[config.mk]
export PLATFORM = sky130hd
export DESIGN_NAME = mport_ctrl
export DESIGN_NICKNAME = d
export VERILOG_FILES = /design/src/rtl/mport_pkg.sv /design/src/rtl/mport_dpath.sv /design/src/rtl/mport_fpath.sv /design/src/rtl/mport_bview.sv /design/src/rtl/mport_ctrl.sv
export SDC_FILE = /design/constraint.sdc
export NUM_CORES = 1
export LEC_CHECK = 0
export BUFFER_PORTS_ARGS = -buffer_cell sky130_fd_sc_hd__buf_4
export CORE_MARGIN = 5
export CORE_UTILIZATION = 49
export DETAILED_ROUTE_END_ITERATION = 7
export PLACE_DENSITY = 0.78
export SETUP_SLACK_MARGIN = 0.1
export SLEW_MARGIN = 20
export SYNTH_ARGS = -nofsm -noshare
export SYNTH_HDL_FRONTEND = slang
export SYNTH_SLANG_ARGS = --single-unit
[constraint.sdc]
create_clock -name clk -period 1.01 [get_ports clk]
set_clock_uncertainty 0.05 [all_clocks]
set_input_delay 0 -clock clk [delete_from_list [all_inputs] [get_ports clk]]
set_output_delay 0 -clock clk [all_outputs]
set_load 0.02 [all_outputs]
[src/rtl/mport_pkg.sv]
package mport_pkg;
   localparam int BSRC_W = 4;

   localparam logic [BSRC_W-1:0] SRC_MDR  = 4'd0;
   localparam logic [BSRC_W-1:0] SRC_PC   = 4'd1;
   localparam logic [BSRC_W-1:0] SRC_MBRU = 4'd2;
   localparam logic [BSRC_W-1:0] SRC_MBRS = 4'd3;

   typedef struct packed {
      logic rd;
      logic wr;
      logic clash;
   } dreq_t;
endpackage

[src/rtl/mport_dpath.sv]
module mport_dpath
   import mport_pkg::*;
#(
   parameter int W          = 32,
   parameter int BYTE_W     = 8,
   parameter bit WORD_INDEX = 1'b1
) (
   input  logic         clk,
   input  logic         rst_n,
   input  logic [W-1:0] c_bus,
   input  logic         ld_mar,
   input  logic         ld_mdr,
   input  logic         mem_rd,
   input  logic         mem_wr,
   input  logic [W-1:0] ram_rdata,
   output logic [W-1:0] ram_daddr,
   output logic         ram_drd,
   output logic         ram_dwr,
   output logic [W-1:0] ram_wdata,
   output logic         rw_clash,
   output logic [W-1:0] mdr_q
);
   localparam int LANES = W / BYTE_W;
   localparam int SHIFT = $clog2(LANES);

   logic [W-1:0] mar_q, mar_d, mdr_d, addr_d;
   dreq_t        req;

   always_comb begin
      req.wr    = mem_wr;
      req.rd    = mem_rd & ~mem_wr;
      req.clash = mem_rd & mem_wr;
   end

   assign mar_d = ld_mar ? c_bus : mar_q;

   always_comb begin
      if (ram_drd)
         mdr_d = ram_rdata;
      else if (ld_mdr)
         mdr_d = c_bus;
      else
         mdr_d = mdr_q;
   end

   generate
      if (WORD_INDEX) begin : g_word_idx
         assign addr_d = mar_d << SHIFT;
      end else begin : g_byte_idx
         assign addr_d = mar_d;
      end
   endgenerate

   always_ff @(posedge clk or negedge rst_n) begin
      if (!rst_n) begin
         mar_q     <= '0;
         mdr_q     <= '0;
         ram_drd   <= 1'b0;
         ram_dwr   <= 1'b0;
         rw_clash  <= 1'b0;
         ram_daddr <= '0;
         ram_wdata <= '0;
      end else begin
         mar_q    <= mar_d;
         mdr_q    <= mdr_d;
         ram_drd  <= req.rd;
         ram_dwr  <= req.wr;
         rw_clash <= req.clash;
         if (req.rd || req.wr)
            ram_daddr <= addr_d;
         if (req.wr)
            ram_wdata <= mdr_d;
      end
   end
endmodule

[src/rtl/mport_fpath.sv]
module mport_fpath #(
   parameter int W      = 32,
   parameter int BYTE_W = 8
) (
   input  logic              clk,
   input  logic              rst_n,
   input  logic [W-1:0]      c_bus,
   input  logic              ld_pc,
   input  logic              mem_fetch,
   input  logic [BYTE_W-1:0] ram_fdata,
   output logic [W-1:0]      ram_faddr,
   output logic              ram_fetch,
   output logic [W-1:0]      pc_q,
   output logic [BYTE_W-1:0] mbr_q
);
   logic [W-1:0] pc_d;

   assign pc_d = ld_pc ? c_bus : pc_q;

   always_ff @(posedge clk or negedge rst_n) begin
      if (!rst_n) begin
         pc_q      <= '0;
         mbr_q     <= '0;
         ram_fetch <= 1'b0;
         ram_faddr <= '0;
      end else begin
         pc_q      <= pc_d;
         ram_fetch <= mem_fetch;
         if (mem_fetch)
            ram_faddr <= pc_d;
         if (ram_fetch)
            mbr_q <= ram_fdata;
      end
   end
endmodule

[src/rtl/mport_bview.sv]
module mport_bview
   import mport_pkg::*;
#(
   parameter int W      = 32,
   parameter int BYTE_W = 8
) (
   input  logic [BSRC_W-1:0] b_src,
   input  logic [W-1:0]      mdr_q,
   input  logic [W-1:0]      pc_q,
   input  logic [BYTE_W-1:0] mbr_q,
   output logic [W-1:0]      b_val,
   output logic              b_hit
);
   localparam int PAD = W - BYTE_W;

   logic [W-1:0] mbr_zx, mbr_sx;

   assign mbr_zx = {{PAD{1'b0}}, mbr_q};
   assign mbr_sx = {{PAD{mbr_q[BYTE_W-1]}}, mbr_q};

   always_comb begin
      b_hit = 1'b1;
      case (b_src)
         SRC_MDR:  b_val = mdr_q;
         SRC_PC:   b_val = pc_q;
         SRC_MBRU: b_val = mbr_zx;
         SRC_MBRS: b_val = mbr_sx;
         default: begin
            b_val = '0;
            b_hit = 1'b0;
         end
      endcase
   end
endmodule

[src/rtl/mport_ctrl.sv]
module mport_ctrl
   import mport_pkg::*;
#(
   parameter int W          = 32,
   parameter int BYTE_W     = 8,
   parameter bit WORD_INDEX = 1'b1
) (
   input  logic              clk,
   input  logic              rst_n,
   input  logic [W-1:0]      c_bus,
   input  logic              ld_mar,
   input  logic              ld_mdr,
   input  logic              ld_pc,
   input  logic              mem_rd,
   input  logic              mem_wr,
   input  logic              mem_fetch,
   input  logic [BSRC_W-1:0] b_src,
   output logic [W-1:0]      b_val,
   output logic              b_hit,
   output logic [W-1:0]      ram_daddr,
   output logic              ram_drd,
   output logic              ram_dwr,
   output logic [W-1:0]      ram_wdata,
   input  logic [W-1:0]      ram_rdata,
   output logic [W-1:0]      ram_faddr,
   output logic              ram_fetch,
   input  logic [BYTE_W-1:0] ram_fdata,
   output logic              rw_clash
);
   generate
      if (BYTE_W < 1 || W <= BYTE_W || (W % BYTE_W) != 0) begin : g_bad_width
         $error("mport_ctrl: W must be a larger multiple of BYTE_W");
      end
      if (((W / BYTE_W) & ((W / BYTE_W) - 1)) != 0) begin : g_bad_lanes
         $error("mport_ctrl: lane count must be a power of two");
      end
   endgenerate

   logic [W-1:0]      mdr_q;
   logic [W-1:0]      pc_q;
   logic [BYTE_W-1:0] mbr_q;

   mport_dpath #(.W(W), .BYTE_W(BYTE_W), .WORD_INDEX(WORD_INDEX)) i_dpath (
      .clk       (clk),
      .rst_n     (rst_n),
      .c_bus     (c_bus),
      .ld_mar    (ld_mar),
      .ld_mdr    (ld_mdr),
      .mem_rd    (mem_rd),
      .mem_wr    (mem_wr),
      .ram_rdata (ram_rdata),
      .ram_daddr (ram_daddr),
      .ram_drd   (ram_drd),
      .ram_dwr   (ram_dwr),
      .ram_wdata (ram_wdata),
      .rw_clash  (rw_clash),
      .mdr_q     (mdr_q)
   );

   mport_fpath #(.W(W), .BYTE_W(BYTE_W)) i_fpath (
      .clk       (clk),
      .rst_n     (rst_n),
      .c_bus     (c_bus),
      .ld_pc     (ld_pc),
      .mem_fetch (mem_fetch),
      .ram_fdata (ram_fdata),
      .ram_faddr (ram_faddr),
      .ram_fetch (ram_fetch),
      .pc_q      (pc_q),
      .mbr_q     (mbr_q)
   );

   mport_bview #(.W(W), .BYTE_W(BYTE_W)) i_bview (
      .b_src (b_src),
      .mdr_q (mdr_q),
      .pc_q  (pc_q),
      .mbr_q (mbr_q),
      .b_val (b_val),
      .b_hit (b_hit)
   );
endmodule

==> impl_metrics.yaml <==
worst_setup_path:
  reg2reg_depth: 5
  instance_count_on_the_critical_path: 4
  data_required_time_at_the_worst_endpoint_ns: 0.96
  critPathMaxFanout: 10
  crit_path_start_kind: "flop"
  crit_slowest_cell: "dfrtp_1"
  critical_path_arrival_ns: 1.48
  path_buf_inv: 2
  end_kind: "primary output"
  crit_type: "flop to primary output"
  max_stage_delay_ns: 0.39
  worstPathCellList: "nand3_4, buf_12, o22ai_4, buf_6"
  critical_path.top_delay_family: "flip-flops"
finish:
  final-instance-count-excl-fill: 1299
  flow.area_growth_from_synthesis_pct: 62.7
  post_route_cells_drive_above_1_share: 0.541
  fillers: 918
  mostFrequentLayoutCell: "dfrtp_1"
  final_nets: 1141
  n_antenna_cell: 0
  mostFrequentLayoutCells: "198 x dfrtp_1, 174 x buf_4, 140 x buf_6, 113 x mux2_4, 89 x mux2i_1"
power:
  total_power_mw: 23.4
  clkPwrFrac: 0.292
  power.share.switching: 0.299
  leak_nw: 7.01
  vdd_ir_drop_max_mv: 1.22
  comb_power_share: 0.292
  power_per_cell_area_nw_per_um2: 1590
  power_switching_mw: 6.98
  power.internal_mw: 16.4
  p_seq_frac: 0.416
synth:
  synth_xor_xnor_area_share: 0
  synthesis.yosys.warnings: 0
  synthAdderAreaFrac: 0
  synthesized_instance_count: 658
  synthesis.area_um2: 9050
  synth.mux.area_fraction: 0.295
  netlist_top_cells_area: "dfrtp_1 55%, mux2i_1 11%, mux2_4 10%, mux2_2 9.0%, o211ai_1 2.7%"
  synth-seq-cells: 200
  post-synth-top-area-cell: "dfrtp_1"
  synth_cell_type_count: 22
  largest_family_of_logic_cells_by_synthesized_area: "multiplexers"
  syn-mean-instance-area_um2: 13.8
  compound_gate_fraction_of_synth_area: 0.0498
  synth-simple-area-share: 0.0500
  synth_top_area_frac: 0.553
  synth.yosys.seq_area_share: 0.553
grt:
  global_route.usage.met2: 0.469
  grt_util_all_layers: 0.276
  grt_max_degree: 41
  grt_antenna_before_repair: 0
  grt_pass1_wl_um: 46000
  busiest_layer: "met2"
  grt_use_met1: 0.353
  first_global_vias: 7945
  gr-total-overflow: 0
  gr-usage-met3: 0.0629
floorplan:
  floorplan.die.width_um: 146
  starting_density: 0.500
  fp-row-count: 49
  chipHeight_um: 146
  die-area_um2: 21300
  fp.coreArea_um2: 18100
  io_pins: 217
placement:
  gpl.final_weighted_congestion: 0.849
  numPlacedInstances: 1113
  dpl.hpwl_um: 17400
  io_buffer_count: 214
drt:
  detail_route.iter0.violations: 410
  viasPerCell: 5.60
  wl_per_cell_um: 23.6
  vias: 7271
  drt_pass1_iterations: 5
  remaining_drc_errors: 0
  postRouteAntennaNets: 0
  routed_wirelength_um: 30600
clock_tree:
  clock_latency_ns: 0.44
  ctsLongestPathBuffers: 2
  tritoncts: "built"
  numCtsBuffers: 17
  tritoncts_num_sinks: 200
  clkSlewWorstSetupHoldPaths_ns: 0.08
  cts_hold_buffers: 76
  cts_root_buf: "clkbuf_16"
  cts_htree_levels: 4
timing:
  final_min_period_over_clock_period: 1.52
  worst_hold_slack_ns: -0.0890
  rsz0062_at_grt: "true"
  slew_violations: 0
  clock.fmax_ghz: 0.653
  layout_min_cycle_time_ns: 1.53
  number_of_endpoints_failing_setup_at_the_final_stage: 246
  setup_slack_ns: -0.522
  finalHoldViolCount: 4
status:
  violations: "hold timing, setup timing"
  status: "finished with violations"
min_path:
  worst_hold_path.num_cells: 2
  hp-class: "input port to flop"
run:
  max-cap-violations: 0
==> repair_timing <==
item | CTS | global route
endpoints found under the setup margin | 264 | 272
buffers inserted | 50 | 30
gates cloned | 7 | 0
pin swaps | 5 | 12
hold endpoints to repair | 399 | 3
gates resized for setup | 179 | 70
==> cell usage after synthesis (all sizes together) <==
| cell | count |
|---|---|
| dfrtp | 200 |
| mux2 | 132 |
| mux2i | 96 |
| buf | 34 |
| inv | 34 |
| nand2b | 33 |
| nand3 | 33 |
| o211ai | 32 |
| o22ai | 24 |
| clkbuf | 18 |
| nor2b | 9 |
| a211oi | 8 |
| or2 | 2 |
| and2 | 1 |
| conb | 1 |
| or3 | 1 |
==> kinds of logic after synthesis <==
kind of cell | count (synthesis)
other cells | 1
mux | 228
compound gates | 64
simple gates | 79
flops | 200
buf+inv | 86
==> area by class of cell <==
class                           count  area [um^2]  area share
Clock buffer                       20          447      0.0303
Clock inverter                     12          134     0.00909
Inverter                           34          128     0.00867
Multi-Input combinational cell    373         4230       0.288
Sequential cell                   200         5010       0.340
Tap cell                          229          287      0.0195
Timing Repair Buffer              431         4490       0.305
==> state kept, by name (all words and copies together) (netlist names) <==
register / count
i_dpath.mdr_q: 32
i_dpath.ram_wdata: 32
i_fpath.pc_q: 32
i_fpath.ram_faddr: 32
i_dpath.mar_q: 30
i_dpath.ram_daddr: 30
i_fpath.mbr_q: 8
i_dpath.ram_drd: 1
i_dpath.ram_dwr: 1
i_dpath.rw_clash: 1
i_fpath.ram_fetch: 1
==> metrics by stage <==
step / setup TNS [ns] / setup WS, ns / utilization / cell area, um^2 / hold WS [ns]
global route: -40.19 / -0.565 / 0.814 / 14700 / -0.0975
detailed placement: -13.49 / -0.264 / 0.651 / 11800 / -0.0895
CTS: -33.41 / -0.516 / 0.794 / 14400 / -0.0981
floorplan: -4.06 / -0.0557 / - / 9530 / -0.346
global placement: -10.93 / -0.221 / 0.651 / 11800 / -0.0867
finish: -32.64 / -0.522 / 0.814 / 14700 / -0.0890
==> worst paths after layout <==
kind | slack, ns | start | to
worst min-delay path | -0.09 | ld_pc | i_fpath.pc_q[29]$_DFF_PN0_
worst max register to register | -0.29 | i_dpath.ram_drd$_DFF_PN0_ | i_dpath.ram_wdata[30]$_DFFE_PN0P_
worst max-delay path | -0.52 | i_fpath.mbr_q[7]$_DFFE_PN0P_ | b_val[12]
worst min register to register | 0.45 | i_dpath.mar_q[20]$_DFF_PN0_ | i_dpath.mar_q[20]$_DFF_PN0_
min in group asynchronous | 0 | rst_n | i_fpath.mbr_q[5]$_DFFE_PN0P_
max in group asynchronous | 0.38 | rst_n | i_dpath.mdr_q[21]$_DFF_PN0_
==> power groups by stage <==
stage | clock network [mW] | registers [mW] | logic [mW]
final | 6.81 | 9.71 | 6.83
after global placement | 0 | 9.68 | 5.03
after global routing | 7.26 | 9.81 | 7.15
after detailed placement | 0 | 9.69 | 5.13
after floorplan | 0 | 10.2 | 2.23
after CTS | 6.88 | 9.65 | 6.36
==> metal layers <==
metal / up-vias / wire length [um]
met5: - / 0
met4: 0 / 765
met3: 54 / 1570
met2: 309 / 15700
met1: 3771 / 12600
li1: 3137 / -
Note: power is estimated with default switching activity, not from simulation.
